`src/rtl/boot_mover_pkg.sv`:
```
// Package: shared types for the boot copy engine.
// Assumes: one sequencer walks these phases in the declared order.
package boot_mover_pkg;

    typedef enum logic [2:0] {
        PH_MASK   = 3'd0,
        PH_VEC_GO = 3'd1,
        PH_VEC    = 3'd2,
        PH_PRG_GO = 3'd3,
        PH_PRG    = 3'd4,
        PH_OVLY   = 3'd5,
        PH_JUMP   = 3'd6,
        PH_IDLE   = 3'd7
    } boot_phase_e;

endpackage

```
`src/rtl/boot_mover_seq.sv`:
```
// Module: boot_mover_seq
// Walks the fixed boot script: mask interrupts, copy vectors, copy program,
// set overlay, jump, then idle. Assumes xfer_done pulses once per started copy.
module boot_mover_seq
    import boot_mover_pkg::*;
(
    input  logic clk,
    input  logic rst_n,
    input  logic xfer_done,
    output logic xfer_start,
    output logic sel_prg,
    output logic set_ovly,
    output logic jump_now,
    output logic irq_mask
);

    boot_phase_e phase_q, phase_d;

    // Next-phase selection for the ordered script.
    always_comb begin
        phase_d = phase_q;
        unique case (phase_q)
            PH_MASK:   phase_d = PH_VEC_GO;
            PH_VEC_GO: phase_d = PH_VEC;
            PH_VEC:    if (xfer_done) phase_d = PH_PRG_GO;
            PH_PRG_GO: phase_d = PH_PRG;
            PH_PRG:    if (xfer_done) phase_d = PH_OVLY;
            PH_OVLY:   phase_d = PH_JUMP;
            PH_JUMP:   phase_d = PH_IDLE;
            PH_IDLE:   phase_d = PH_IDLE;
            default:   phase_d = PH_IDLE;
        endcase
    end

    // Phase register and interrupt-mask flag.
    always_ff @(posedge clk) begin
        if (!rst_n) begin
            phase_q  <= PH_MASK;
            irq_mask <= 1'b0;
        end else begin
            phase_q <= phase_d;
            if (phase_q == PH_MASK) begin
                irq_mask <= 1'b1;
            end
        end
    end

    // Phase-decoded control strobes.
    always_comb begin
        xfer_start = (phase_q == PH_VEC_GO) || (phase_q == PH_PRG_GO);
        sel_prg    = (phase_q == PH_PRG_GO) || (phase_q == PH_PRG);
        set_ovly   = (phase_q == PH_OVLY);
        jump_now   = (phase_q == PH_JUMP);
    end

endmodule

```
`src/rtl/boot_mover_xfer.sv`:
```
// Module: boot_mover_xfer
// Copies len words from src upward to dst upward, one read per cycle.
// Assumes the source returns data one cycle after the request. Each write is
// issued one cycle after its data returns. done pulses once, when all writes
// have drained. A zero length completes in the cycle after start.
module boot_mover_xfer #(
    parameter int ADDR_W = 16,
    parameter int DATA_W = 16,
    parameter int LEN_W  = 16
) (
    input  logic              clk,
    input  logic              rst_n,
    input  logic              start,
    input  logic [ADDR_W-1:0] src,
    input  logic [ADDR_W-1:0] dst,
    input  logic [LEN_W-1:0]  len,
    output logic              rd_en,
    output logic [ADDR_W-1:0] rd_addr,
    input  logic [DATA_W-1:0] rd_data,
    output logic              wr_en,
    output logic [ADDR_W-1:0] wr_addr,
    output logic [DATA_W-1:0] wr_data,
    output logic              done
);

    localparam logic [LEN_W-1:0]  LEN_ONE  = LEN_W'(1);
    localparam logic [ADDR_W-1:0] ADDR_ONE = ADDR_W'(1);

    logic              busy_q;
    logic [LEN_W-1:0]  remain_q;
    logic [ADDR_W-1:0] rd_ptr_q;
    logic [ADDR_W-1:0] wr_ptr_q;
    logic              ret_q;
    logic              wr_q;
    logic [DATA_W-1:0] data_q;

    // Issue and drain conditions.
    always_comb begin
        rd_en = busy_q && (remain_q != '0);
        done  = busy_q && (remain_q == '0) && !ret_q && !wr_q;
    end

    // Pointers, word counter and the two-stage read-to-write pipeline.
    always_ff @(posedge clk) begin
        if (!rst_n) begin
            busy_q   <= 1'b0;
            remain_q <= '0;
            rd_ptr_q <= '0;
            wr_ptr_q <= '0;
            ret_q    <= 1'b0;
            wr_q     <= 1'b0;
            data_q   <= '0;
        end else begin
            ret_q <= rd_en;
            wr_q  <= ret_q;
            if (ret_q) begin
                data_q <= rd_data;
            end
            if (start) begin
                busy_q   <= 1'b1;
                remain_q <= len;
                rd_ptr_q <= src;
                wr_ptr_q <= dst;
            end else begin
                if (rd_en) begin
                    rd_ptr_q <= rd_ptr_q + ADDR_ONE;
                    remain_q <= remain_q - LEN_ONE;
                end
                if (wr_q) begin
                    wr_ptr_q <= wr_ptr_q + ADDR_ONE;
                end
                if (done) begin
                    busy_q <= 1'b0;
                end
            end
        end
    end

    // Port views of the pipeline state.
    always_comb begin
        rd_addr = rd_ptr_q;
        wr_en   = wr_q;
        wr_addr = wr_ptr_q;
        wr_data = data_q;
    end

endmodule

```
`src/rtl/boot_mover_cfg.sv`:
```
// Module: boot_mover_cfg
// Holds the processor-mode configuration register. set_ovly ORs in the
// overlay bit and leaves every other bit alone. Assumes OVLY_BIT < CFG_W.
module boot_mover_cfg #(
    parameter int              CFG_W    = 16,
    parameter int              OVLY_BIT = 5,
    parameter logic [CFG_W-1:0] CFG_INIT = '0
) (
    input  logic             clk,
    input  logic             rst_n,
    input  logic             set_ovly,
    output logic [CFG_W-1:0] cfg
);

    localparam logic [CFG_W-1:0] OVLY_MASK = CFG_W'(1) << OVLY_BIT;

    logic [CFG_W-1:0] cfg_q;

    // Register update: load the initial value on reset, set overlay on request.
    always_ff @(posedge clk) begin
        if (!rst_n) begin
            cfg_q <= CFG_INIT;
        end else if (set_ovly) begin
            cfg_q <= cfg_q | OVLY_MASK;
        end
    end

    assign cfg = cfg_q;

endmodule

```
`src/rtl/boot_mover.sv`:
```
// Module: boot_mover (top)
// Boot copy engine: masks interrupts, copies the vector table from VEC_SRC
// and then the user program, sets the overlay bit and emits a jump.
// Assumes the segment inputs stay stable from reset release until the jump.
// One copy unit is shared by both phases, which never overlap.
module boot_mover
    import boot_mover_pkg::*;
#(
    parameter int               ADDR_W   = 16,
    parameter int               DATA_W   = 16,
    parameter int               LEN_W    = 16,
    parameter int               CFG_W    = 16,
    parameter int               OVLY_BIT = 5,
    parameter logic [ADDR_W-1:0] VEC_SRC  = 16'hFF80,
    parameter logic [CFG_W-1:0]  CFG_INIT = '0
) (
    input  logic              clk,
    input  logic              rst_n,
    input  logic [ADDR_W-1:0] vec_dst,
    input  logic [LEN_W-1:0]  vec_len,
    input  logic [ADDR_W-1:0] prg_src,
    input  logic [ADDR_W-1:0] prg_dst,
    input  logic [LEN_W-1:0]  prg_len,
    output logic              src_rd_en,
    output logic [ADDR_W-1:0] src_rd_addr,
    input  logic [DATA_W-1:0] src_rd_data,
    output logic              dst_wr_en,
    output logic [ADDR_W-1:0] dst_wr_addr,
    output logic [DATA_W-1:0] dst_wr_data,
    output logic [CFG_W-1:0]  mode_cfg,
    output logic              irq_mask,
    output logic              jump_valid,
    output logic [ADDR_W-1:0] jump_pc
);

    logic              xfer_start;
    logic              xfer_done;
    logic              sel_prg;
    logic              set_ovly;
    logic              jump_now;
    logic [ADDR_W-1:0] seg_src;
    logic [ADDR_W-1:0] seg_dst;
    logic [LEN_W-1:0]  seg_len;

    // Script sequencer.
    boot_mover_seq u_seq (
        .clk        (clk),
        .rst_n      (rst_n),
        .xfer_done  (xfer_done),
        .xfer_start (xfer_start),
        .sel_prg    (sel_prg),
        .set_ovly   (set_ovly),
        .jump_now   (jump_now),
        .irq_mask   (irq_mask)
    );

    // Segment descriptor for the active phase.
    always_comb begin
        seg_src = sel_prg ? prg_src : VEC_SRC;
        seg_dst = sel_prg ? prg_dst : vec_dst;
        seg_len = sel_prg ? prg_len : vec_len;
    end

    // Shared copy unit.
    boot_mover_xfer #(
        .ADDR_W (ADDR_W),
        .DATA_W (DATA_W),
        .LEN_W  (LEN_W)
    ) u_xfer (
        .clk     (clk),
        .rst_n   (rst_n),
        .start   (xfer_start),
        .src     (seg_src),
        .dst     (seg_dst),
        .len     (seg_len),
        .rd_en   (src_rd_en),
        .rd_addr (src_rd_addr),
        .rd_data (src_rd_data),
        .wr_en   (dst_wr_en),
        .wr_addr (dst_wr_addr),
        .wr_data (dst_wr_data),
        .done    (xfer_done)
    );

    // Processor-mode configuration register.
    boot_mover_cfg #(
        .CFG_W    (CFG_W),
        .OVLY_BIT (OVLY_BIT),
        .CFG_INIT (CFG_INIT)
    ) u_cfg (
        .clk      (clk),
        .rst_n    (rst_n),
        .set_ovly (set_ovly),
        .cfg      (mode_cfg)
    );

    // Jump outputs, with the target shown only while the strobe is high.
    always_comb begin
        jump_valid = jump_now;
        jump_pc    = jump_now ? prg_dst : '0;
    end

endmodule

```
`config.mk`:
```
export PLATFORM = sky130hd
export DESIGN_NAME = boot_mover
export DESIGN_NICKNAME = d
export VERILOG_FILES = /design/src/rtl/boot_mover_pkg.sv /design/src/rtl/boot_mover_seq.sv /design/src/rtl/boot_mover_xfer.sv /design/src/rtl/boot_mover_cfg.sv /design/src/rtl/boot_mover.sv
export SDC_FILE = /design/constraint.sdc
export NUM_CORES = 1
export LEC_CHECK = 0
export BUFFER_PORTS_ARGS = -buffer_cell sky130_fd_sc_hd__buf_4
export CORE_MARGIN = 5
export CORE_UTILIZATION = 51
export CTS_CLUSTER_SIZE = 14
export DETAILED_ROUTE_END_ITERATION = 7
export GPL_TIMING_DRIVEN = 0
export PLACE_DENSITY = 0.86
export SLEW_MARGIN = 0
export SYNTH_ARGS = -nofsm -noshare
export SYNTH_HDL_FRONTEND = slang
export SYNTH_SLANG_ARGS = --single-unit
```
`constraint.sdc`:
```
create_clock -name clk -period 2.9 [get_ports clk]
set_input_delay 0.435 -clock clk [delete_from_list [all_inputs] [get_ports clk]]
set_output_delay 0.435 -clock clk [all_outputs]
set_load 0.05 [all_outputs]
```
# Yosys cells after proc, flatten, opt, wreduce, memory -nomap -nowiden
# Cells that the tools add are included.
# classes
n_addsub,3
n_mux,15
n_reduce_logical,16
n_eq_ne,9
# op_table
operator,count
2-to-1 mux 16 bit,10
"adder 16 x 1 -> 16 bit, second input constant",2
case mux 3 bit (7 select lines),1
zero test 16 bit,1
nonzero test 16 bit,1
"subtractor 16 x 1 -> 16 bit, second input constant",1
"equality test 3 bit, second input constant",4
"equality test 3 x 2 -> 1 bit, second input constant",2
2-to-1 mux 3 bit,2
nonzero test 2 bit,3
logical AND 1 bit,4
"inequality test 2 x 1 -> 1 bit, second input constant",2
"equality test 3 x 1 -> 1 bit, second input constant",1
zero test 3 bit,1
zero test 1 bit,2
logical OR 1 bit,2
2-to-1 mux 1 bit,2
AND reduction 2 bit,1
OR reduction 2 bit,1
# totals
input_bits,98
out_inout_bits,84
register_bits,72
wordCells,53

# Depth between registers and ports, before layout
# Gate-level depths: netlist of the first run.
# depth
depth_word,6
depth_mapped,8
depth_no_buf,8

# Cells and area by module
# A second synthesis of the first run with hierarchy kept.
# unflattened
hier_cells,506
hier_area_um2,4355.4
# by_module_without_submodules
module,instances,area_each_um2,cells_each,seq_area_each_um2
boot_mover_xfer,1,3367.0,398,1341.3
boot_mover,1,663.1,70,0.0
boot_mover_seq,1,181.4,20,80.1
boot_mover_cfg,1,143.9,18,20.0

# Worst setup path after synthesis of the first run
# Ideal clock, no wire load.
# synth_path
kind,register to output
start,reg u_seq.phase_q[2]
end,out jump_pc[10]
required_time_ns,2.465
stages_incl_launch_ff,5
setup_slack_ns,0.658
n_path_buf,1
t_arrival_ns,1.807
path_cell_list,dfxtp_1 -> nand2_1 -> nor2_1 -> clkbuf_1 -> and2_1
# synth_between
elab_chain_cells,2
# synth_lines
element,line_no,text
"start, declared",boot_mover_seq.sv:17,"boot_phase_e phase_q, phase_d;"
"start signal, assigned",boot_mover_seq.sv:41,phase_q <= phase_d;
equality test 3 bit,boot_mover_seq.sv:53,jump_now = (phase_q == PH_JUMP);
net jump_valid,boot_mover.sv:32,"output logic jump_valid,"
2-to-1 mux 16 bit,boot_mover.sv:100,jump_pc = jump_now ? prg_dst : '0;
"end, declared",boot_mover.sv:33,output logic [ADDR_W-1:0] jump_pc
# The timed path passes the listed nets, and every way through them passes these cells.

# Worst setup path in the final report of the first run
# layout_path
start,reg u_xfer.remain_q[0]
end,out src_rd_en
# layout_between
elab_chain_cells,2
# layout_lines
element,line_no,text
"start, declared",boot_mover_xfer.sv:30,logic [LEN_W-1:0] remain_q;
"start signal, assigned",boot_mover_xfer.sv:61,remain_q <= len;
"start signal, assigned",boot_mover_xfer.sv:67,remain_q <= remain_q - LEN_ONE;
nonzero test 16 bit,boot_mover_xfer.sv:39,rd_en = busy_q && (remain_q != '0);
logical AND 1 bit,boot_mover_xfer.sv:39,
"end, declared",boot_mover.sv:24,"output logic src_rd_en,"
# Every way passes these cells.

==> qor.yml, run 1 <==
run_status:
  status: "finished clean"
yosys:
  yosys_register_bits: 72
  yosysUniqueCellTypes: 56
  async_flop_share: 0
  seq_area_frac_synth: 0.355
  syn_area_per_cell_sq_um: 8.45
  yosys_warnings: 0
  ys_dominant_reg_cell: "dfxtp_1"
  synth_area_sq_um: 4060
  synth_edf_count: 0
  syn_inst: 480
routing:
  wl_microns: 13500
  routedWlPerCell_microns: 17.4
  vias: 4416
  antenna_left: 0
  initialDrtViolationCount: 321
  first_pass_iters: 7
  vias_per_cell: 5.68
  drc: 0
place:
  hpwl_microns: 10300
  dpl_cell_area_sq_um: 5480
  port_buffers: 166
  gp_congestion: 0.899
  dp_worst_setup_slack_ns: 0.545
  dp.cells: 762
grt:
  grt_max_degree: 14
  grt_pass1_vias: 4464
  grt_pass1_wl_microns: 21600
  grt_antenna_before_repair: 0
  grt_usage: 0.269
  gr-total-overflow: 0
finish:
  seqCellArea_sq_um: 1440
  fin_area_sq_um: 5680
  drive_gt1_frac: 0.315
  antennaDiodeCount: 0
  areaGrowthSynthToFinish_pct: 40.0
  fillers: 596
  finish.utilization: 0.735
  multi_input_area_sq_um: 2390
  instances_no_fill: 778
  finalNetCount: 772
clock_network:
  numCtsBuffers: 9
  cts_root_buf: "clkbuf_8"
  post-cts-setup-buffers: 0
  cts_tree: "built"
  clkSinkCount: 72
  postCtsHoldBufs: 0
  cts_buffer_depth: 2
  cts_resized: 0
  clk_pin_slew_ns: 0.08
  clock_latency_ns: 0.34
  htree_levels: 3
die:
  die_w_microns: 99.2
  top_level_ports: 182
  fp.dieArea_sq_um: 9840
  rows: 32
  die_h_microns: 99.2
  design.core.area_sq_um: 7730
  start_util: 0.525
worst_setup_path:
  arrival_ns: 2.36
  regToRegSetupSlack_ns: 0.52
  crit_type: "flop to primary output"
  worstPathRequired_ns: 2.47
  cp-end-kind: "primary output"
  timing.rr.end: "u_xfer.remain_q[4]$_SDFFE_PN0P_"
  r2r-start: "u_xfer.remain_q[0]$_SDFFE_PN0P_"
  start_kind: "flop"
  crit_fanout: 9
  r2r_cells: 8
hold_path:
  min_from: "src_rd_data[9]"
  holdPathEnd: "u_xfer.wr_data[9]$_SDFFE_PN0P_"
  hold_path_class: "primary input to flop"
  hold_depth: 3
pwr:
  leakage_nw: 2.41
  p_total_mw: 3.78
  vdd_drop_max_uv: 423
  cellPowerDensity_nw_per_um2: 666
job:
  cap_violations: 0
sta:
  worstMarginPinSlew_ns: 0.690
  finalSetupViolations: 0
  fmax_mhz: 358
  setup_slack_ns: 0.108
  drv_slew: 0
  final_hold_viol_count: 0
  slew_headroom: 0.540
  rsz0062_at_grt: "false"
  finClkSkew_ns: 0.00703
  period_share: 0.963
  period_minus_slack_ns: 2.79
  fin_tns_setup_ns: 0
  holdWs_ns: 0.326
[layout by cell type (no fill, tap or decap), types with 18 or more instances in the layout]
cell type  count
nand2_1       25
dfxtp_1       72
mux2i_1       34
clkbuf_1      20
xor2_1        20
buf_4        183
nor2_1        43
o21ai_0       23
a21oi_1       29
and2_1        18
[cell usage after synthesis (12+ instances only)]
| cell type | instances | share of area |
|---|---|---|
| a211oi_1 | 14 | 0.026 |
| a21oi_1 | 29 | 0.036 |
| a221oi_1 | 12 | 0.026 |
| and2_1 | 18 | 0.028 |
| buf_4 | 17 | 0.031 |
| clkbuf_1 | 19 | 0.018 |
| dfxtp_1 | 72 | 0.36 |
| mux2i_1 | 34 | 0.084 |
| nand2_1 | 25 | 0.023 |
| nand3_1 | 17 | 0.021 |
| nor2_1 | 43 | 0.040 |
| o21ai_0 | 23 | 0.028 |
| xor2_1 | 20 | 0.043 |
[area by class of cell]
class | instances | area share
Clock buffer | 10 | 0.0225
Sequential cell | 72 | 0.254
Tap cell | 102 | 0.0225
Inverter | 8 | 0.00529
Multi-Input combinational cell | 367 | 0.421
Clock inverter | 6 | 0.0121
Buffer | 47 | 0.0438
Timing Repair Buffer | 166 | 0.219
[report_power, final]
part / switching [mW] / internal [mW]
registers: 0.184 / 1.15
clock network: 0.394 / 0.402
logic: 1.06 / 0.593
total: 1.64 / 2.14
[sequential cells by signal, summed over array words and instances, names as in the netlist]
| name | cells |
|---|---|
| u_xfer.ret_q | 1 |
| u_seq.irq_mask | 1 |
| u_xfer.rd_addr | 16 |
| u_xfer.wr_en | 1 |
| u_xfer.remain_q | 16 |
| u_seq.phase_q | 3 |
| u_xfer.wr_data | 16 |
| u_xfer.wr_addr | 16 |
| u_cfg.cfg | 1 |
| u_xfer.busy_q | 1 |
[cell families (layout without fill, tap and decap cells)]
group | Yosys count | count (layout) | synth area share
XOR/XNOR | 31 | 31 | 0.0669
flip-flops | 72 | 72 | 0.355
other | 1 | 15 | 0.000924
multiplexers | 37 | 37 | 0.0922
buffers and inverters | 55 | 237 | 0.0688
AO/OA/AOI/OAI | 116 | 116 | 0.191
AND/OR/NAND/NOR | 165 | 165 | 0.215
adder cells (fa/ha/maj) | 3 | 3 | 0.00925
[routing by layer]
metal	GRT usage	up-vias	routed length (microns)
li1	-	2102	-
met1	0.311	2065	5110
met2	0.463	218	6680
met3	0.0968	31	1380
met4	0.0851	0	381
met5	0	-	0
[worst max-delay path, cell delays in order (launching register included)]
cell and delay [ns]:
dfxtp_1 0.36, inv_1 0.07, ha_1 0.20, nor4b_2 0.33, nand3_2 0.24, o21ai_2 0.38, inv_2 0.20, buf_4 0.24
[how the worst max path moves through the flow]
stage	cells after the start	to	slack, ns	start
final	7	src_rd_en	0.11	u_xfer.remain_q[0]$_SDFFE_PN0P_
after global routing	7	src_rd_en	0.009	u_xfer.remain_q[0]$_SDFFE_PN0P_
after CTS	7	src_rd_en	0.16	u_xfer.remain_q[0]$_SDFFE_PN0P_
after detailed placement	7	src_rd_en	0.54	u_xfer.remain_q[0]$_SDFFE_PN0P_
after global placement	7	src_rd_en	0.55	u_xfer.remain_q[0]$_SDFFE_PN0P_
after floorplan	4	jump_pc[10]	0.66	u_seq.phase_q[2]$_SDFFE_PN0P_
(Power assumes the default switching activity.)
==> run 2: changes to the inputs <==
- CELL_PAD_IN_SITES_DETAIL_PLACEMENT: unset -> 2
- CELL_PAD_IN_SITES_GLOBAL_PLACEMENT: unset -> 2
- CORE_UTILIZATION: 51 -> 28
- PLACE_DENSITY: 0.86 -> unset
- PLACE_DENSITY_LB_ADDON: unset -> 0.1
==> qor.yml, run 2 (synthesis results as in run 1) <==
run_status:
  status: "finished clean"
die:
  rows: 44
  die_w_microns: 130
  die_h_microns: 130
  design.core.area_sq_um: 14400
  start_util: 0.282
  top_level_ports: 182
  fp.dieArea_sq_um: 17000
grt:
  grt_pass1_vias: 4821
  grt_antenna_before_repair: 0
  grt_max_degree: 13
  grt_usage: 0.198
  gr-total-overflow: 0
  grt_pass1_wl_microns: 25900
worst_setup_path:
  r2r_cells: 8
  cp-end-kind: "primary output"
  slowest_delay_ns: 0.35
  crit_type: "flop to primary output"
  start_kind: "flop"
  critPathSlowestCell: "dfxtp_1"
  arrival_ns: 2.28
  worst-path-buf-inv: 3
  crit_fanout: 9
  r2r-start: "u_xfer.remain_q[0]$_SDFFE_PN0P_"
  crit_family: "simple AND/OR/NAND/NOR gates"
  timing.rr.end: "u_xfer.remain_q[6]$_SDFFE_PN0P_"
  path_cells: "inv_1, ha_1, nor4b_4, nand3_2, o21ai_4, inv_2, buf_4"
  regToRegSetupSlack_ns: 0.55
  worstPathRequired_ns: 2.47
routing:
  antenna_left: 0
  first_pass_iters: 4
  routedWlPerCell_microns: 19.9
  vias: 4368
  drc: 0
  initialDrtViolationCount: 163
  vias_per_cell: 5.08
  wl_microns: 17100
place:
  hpwl_microns: 13100
  dpl_cell_area_sq_um: 5590
  gp_congestion: 0.826
  port_buffers: 166
  dp.cells: 844
  dp_worst_setup_slack_ns: 0.389
sta:
  worstMarginPinSlew_ns: 0.840
  final_hold_viol_count: 0
  rsz0062_at_grt: "false"
  period_share: 0.936
  period_minus_slack_ns: 2.71
  finClkSkew_ns: 0.00440
  finalSetupViolations: 0
  fin_tns_setup_ns: 0
  setup_slack_ns: 0.186
  slew_headroom: 0.440
  holdWs_ns: 0.328
  fmax_mhz: 369
  drv_slew: 0
pwr:
  combinationalPowerShare: 0.387
  internal_power_mw: 2.67
  p_total_mw: 4.45
  cellPowerDensity_nw_per_um2: 746
  p_sw_mw: 1.77
  seq_power_share: 0.304
  clock_power_share: 0.309
  swShare: 0.399
  vdd_drop_max_uv: 266
  leakage_nw: 2.49
hold_path:
  hold_depth: 3
  min_from: "src_rd_data[5]"
  holdPathEnd: "u_xfer.wr_data[5]$_SDFFE_PN0P_"
  hold_path_class: "primary input to flop"
clock_network:
  htree_levels: 3
  post-cts-setup-buffers: 0
  numCtsBuffers: 9
  clk_pin_slew_ns: 0.06
  cts_buffer_depth: 2
  clock_latency_ns: 0.34
  cts_root_buf: "clkbuf_16"
  cts_tree: "built"
  clkSinkCount: 72
finish:
  finalNetCount: 772
  final_common_cell: "buf_4"
  final_cell_mix: "buf_4, dfxtp_1, nor2_1"
  fillers: 1629
  multi_input_area_sq_um: 2410
  drive_gt1_frac: 0.316
  finish.utilization: 0.415
  instances_no_fill: 859
  antennaDiodeCount: 0
  fin_area_sq_um: 5960
  areaGrowthSynthToFinish_pct: 46.9
  seqCellArea_sq_um: 1440
job:
  cap_violations: 0
-- run 2: cell types whose count changed in the layout (fill, tap and decap cells not counted), sizes merged --
| cell | before | now |
|---|---|---|
| bufinv | 1 | 4 |
| clkinv | 4 | 2 |
| clkbuf | 29 | 28 |
| inv | 8 | 7 |
-- run 2: final cells by class --
type	count	area share
Buffer	47	0.0418
Inverter	8	0.00504
Timing Repair Buffer	166	0.209
Sequential cell	72	0.242
Multi-Input combinational cell	367	0.404
Clock buffer	9	0.0378
Tap cell	184	0.0386
Clock inverter	6	0.0223
-- run 2: timing repair --
| item | 4_1_cts | 5_1_grt |
|---|---|---|
| gates resized for setup | 1 | 1 |
| hold buffers | 0 | 0 |
| setup endpoints to repair | 1 | 1 |
-- run 2: how the worst max path moves through the flow --
stage | from | end | slack (ns) | cells past startpoint
finish | u_xfer.remain_q[0]$_SDFFE_PN0P_ | src_rd_en | 0.19 | 7
global route | u_xfer.remain_q[0]$_SDFFE_PN0P_ | src_rd_en | 0.09 | 7
CTS | u_xfer.remain_q[0]$_SDFFE_PN0P_ | src_rd_en | 0.06 | 7
detailed placement | u_xfer.remain_q[0]$_SDFFE_PN0P_ | src_rd_en | 0.39 | 7
global placement | u_xfer.remain_q[0]$_SDFFE_PN0P_ | src_rd_en | 0.46 | 7
floorplan | u_seq.phase_q[2]$_SDFFE_PN0P_ | jump_pc[10] | 0.66 | 4
-- run 2: power by group through the flow --
stage	registers, mW	logic (mW)	clock network [mW]
final	1.35	1.72	1.37
after global routing	1.38	1.84	1.44
after CTS	1.35	1.72	1.40
after detailed placement	1.37	1.70	0
after global placement	1.35	1.66	0
after floorplan	1.64	0.817	0
-- run 2: routing by layer --
layer  track usage  part of all wire
met1         0.248              0.43
met2         0.336              0.49
met3        0.0415             0.054
met4        0.0714             0.021
met5             0                 0
-- run 2: worst register-to-register path, delay by kind of cell (launching register included) --
| family | cells | cell delay (ns) |
|---|---|---|
| AO/OA/AOI/OAI | 2 | 0.59 |
| XOR/XNOR | 1 | 0.10 |
| buffers and inverters | 2 | 0.42 |
| adder cells (fa/ha/maj) | 1 | 0.22 |
| AND/OR/NAND/NOR | 2 | 0.58 |
| flip-flops | 1 | 0.35 |
==> run 3: changes to the inputs <==
- ABC_AREA: unset -> 1
- CORE_UTILIZATION: 28 -> 26
- CTS_CLUSTER_DIAMETER: unset -> 40
==> qor.yml, run 3 <==
worst_setup_path:
  cp-end-kind: "primary output"
  worstPathRequired_ns: 2.47
  timing.rr.end: "u_xfer.wr_addr[12]$_SDFFE_PN0P_"
  crit_fanout: 10
  arrival_ns: 2.15
  critical_path.endpoint: "jump_pc[12]"
  crit_start: "u_seq.phase_q[1]$_SDFFE_PN0P_"
  crit_type: "flop to primary output"
  r2r_cells: 7
  r2r-start: "u_seq.phase_q[1]$_SDFFE_PN0P_"
  regToRegSetupSlack_ns: 0.73
  start_kind: "flop"
die:
  die_w_microns: 143
  die_h_microns: 143
  fp.dieArea_sq_um: 20500
  top_level_ports: 182
  rows: 48
  design.core.area_sq_um: 17400
  start_util: 0.265
yosys:
  async_flop_share: 0
  synth_commonest_cells: "nor2_1, nand2_1, o21ai_0"
  syn_area_per_cell_sq_um: 6.06
  synthTopCellsByArea: "dfxtp_1, nor2_1, nand2_1"
  yosys_register_bits: 72
  yosysTopAreaCellShare: 0.313
  yosys_warnings: 0
  seq_area_frac_synth: 0.313
  yosys.area.top_type: "dfxtp_1"
  synth_area_sq_um: 4600
  synthMostInstantiatedCell: "nor2_1"
  ys_dominant_reg_cell: "dfxtp_1"
  yosysUniqueCellTypes: 31
  synth_edf_count: 0
  syn_inst: 760
finish:
  areaGrowthSynthToFinish_pct: 41.3
  antennaDiodeCount: 0
  fillers: 2145
  fin_area_sq_um: 6500
  final_common_cell: "buf_4"
  final_cell_mix: "buf_4, nor2_1, nand2_1"
  drive_gt1_frac: 0.240
  finalNetCount: 1051
grt:
  grt_usage: 0.230
  gr-total-overflow: 0
  grt_antenna_before_repair: 0
  grt_pass1_vias: 6510
  grt_max_degree: 14
  grt_pass1_wl_microns: 36200
clock_network:
  cts_resized: 0
  cts_tree: "built"
  cts_buffer_depth: 2
  clock_latency_ns: 0.35
  numCtsBuffers: 9
  clk_pin_slew_ns: 0.06
  post-cts-setup-buffers: 0
  cts_root_buf: "clkbuf_16"
  clkSinkCount: 72
  postCtsHoldBufs: 0
  htree_levels: 3
sta:
  fin_tns_setup_ns: 0
  fmax_mhz: 386
  period_share: 0.893
  rsz0062_at_grt: "false"
  finClkSkew_ns: 0.0100
  period_minus_slack_ns: 2.59
  final_hold_viol_count: 0
  drv_slew: 0
  slew_headroom: 0.446
  worstMarginPinSlew_ns: 0.831
  finalSetupViolations: 0
  setup_slack_ns: 0.311
pwr:
  combinationalPowerShare: 0.590
  p_total_mw: 7.39
  leakage_nw: 3.16
  seq_power_share: 0.240
  swShare: 0.548
  vdd_drop_max_uv: 411
  p_sw_mw: 4.05
  internal_power_mw: 3.34
  cellPowerDensity_nw_per_um2: 1140
  clock_power_share: 0.170
place:
  gp_congestion: 0.842
  dp_worst_setup_slack_ns: 0.675
  port_buffers: 165
  hpwl_microns: 18500
  dpl_cell_area_sq_um: 6180
routing:
  routedWlPerCell_microns: 20.3
  wl_microns: 23900
  vias: 5982
  drc: 0
  antenna_left: 0
  initialDrtViolationCount: 249
  vias_per_cell: 5.07
  first_pass_iters: 4
run_status:
  status: "finished clean"
hold_path:
  hold_path_class: "primary input to flop"
job:
  cap_violations: 0
run 3: changes by cell type after synthesis, moves of 12 or more:
cell	previous run	this run
buf_2	1	13
o21ai_0	23	89
a221oi_1	12	0
nor2_1	43	164
inv_1	6	74
xor2_1	20	0
a211oi_1	14	0
mux2i_1	34	0
and2_1	18	0
nand2_1	25	136
nand3_1	17	59
run 3: cell families after synthesis:
kind of cell             after synthesis  synth area share
AND/OR/NAND/NOR                      392             0.359
AO/OA/AOI/OAI                        163             0.191
buffers and inverters                128             0.126
flip-flops                            72             0.313
adder cells (fa/ha/maj)                3           0.00816
XOR/XNOR                               1           0.00190
other                                  1          0.000815
run 3: layout make-up:
cell class | instances | area [sq um] | area share
Multi-Input combinational cell | 574 | 2640 | 0.406
Sequential cell | 72 | 1440 | 0.222
Timing Repair Buffer | 165 | 1240 | 0.190
Inverter | 79 | 297 | 0.0456
Buffer | 49 | 283 | 0.0435
Tap cell | 225 | 282 | 0.0433
Clock buffer | 10 | 229 | 0.0352
Clock inverter | 6 | 92.6 | 0.0142
run 3: how the worst min path moves through the flow:
stage / startpoint / end / slack (ns) / depth (start not counted)
final: src_rd_data[10] / u_xfer.wr_data[10]$_SDFFE_PN0P_ / 0.31 / 3
after global routing: src_rd_data[2] / u_xfer.wr_data[2]$_SDFFE_PN0P_ / 0.32 / 3
after CTS: src_rd_data[10] / u_xfer.wr_data[10]$_SDFFE_PN0P_ / 0.30 / 3
after detailed placement: u_cfg.cfg[5]$_SDFFE_PN0P_ / u_cfg.cfg[5]$_SDFFE_PN0P_ / 0.48 / 1
after global placement: u_cfg.cfg[5]$_SDFFE_PN0P_ / u_cfg.cfg[5]$_SDFFE_PN0P_ / 0.46 / 1
after floorplan: u_xfer.remain_q[7]$_SDFFE_PN0P_ / u_xfer.remain_q[7]$_SDFFE_PN0P_ / 0.47 / 2
run 3: stage by stage:
stage / hold slack, ns / util / std cells
5_1_grt: 0.317 / 0.375 / 1180
6_report: 0.306 / 0.375 / 1180
4_1_cts: 0.303 / 0.375 / 1180
2_1_floorplan: 0.473 / - / 774
3_3_place_gp: 0.456 / 0.356 / 1164
3_5_place_dp: 0.481 / 0.356 / 1164
run 3: per-layer routing:
metal	track usage	routed length, microns	vias up
met1	0.284	10300	2963
met5	0	0	-
li1	-	-	2823
met4	0.0715	459	0
met2	0.409	12000	161
met3	0.0342	1180	35
run 3: worst max-delay path: stages, from the launching register on:
cell and delay [ns]:
dfxtp_1 0.30, buf_2 0.31, inv_1 0.20, nor3_2 0.29
inv_2 0.13, buf_2 0.22, nor2_1 0.13, buf_4 0.21
run 3: power groups by stage:
stage	registers, mW	logic (mW)	clock network, mW
finish	1.77	4.36	1.26
CTS	1.77	4.40	1.28
detailed placement	1.78	4.37	0
floorplan	2.45	2.07	0
global route	1.83	4.74	1.32
global placement	1.75	4.20	0
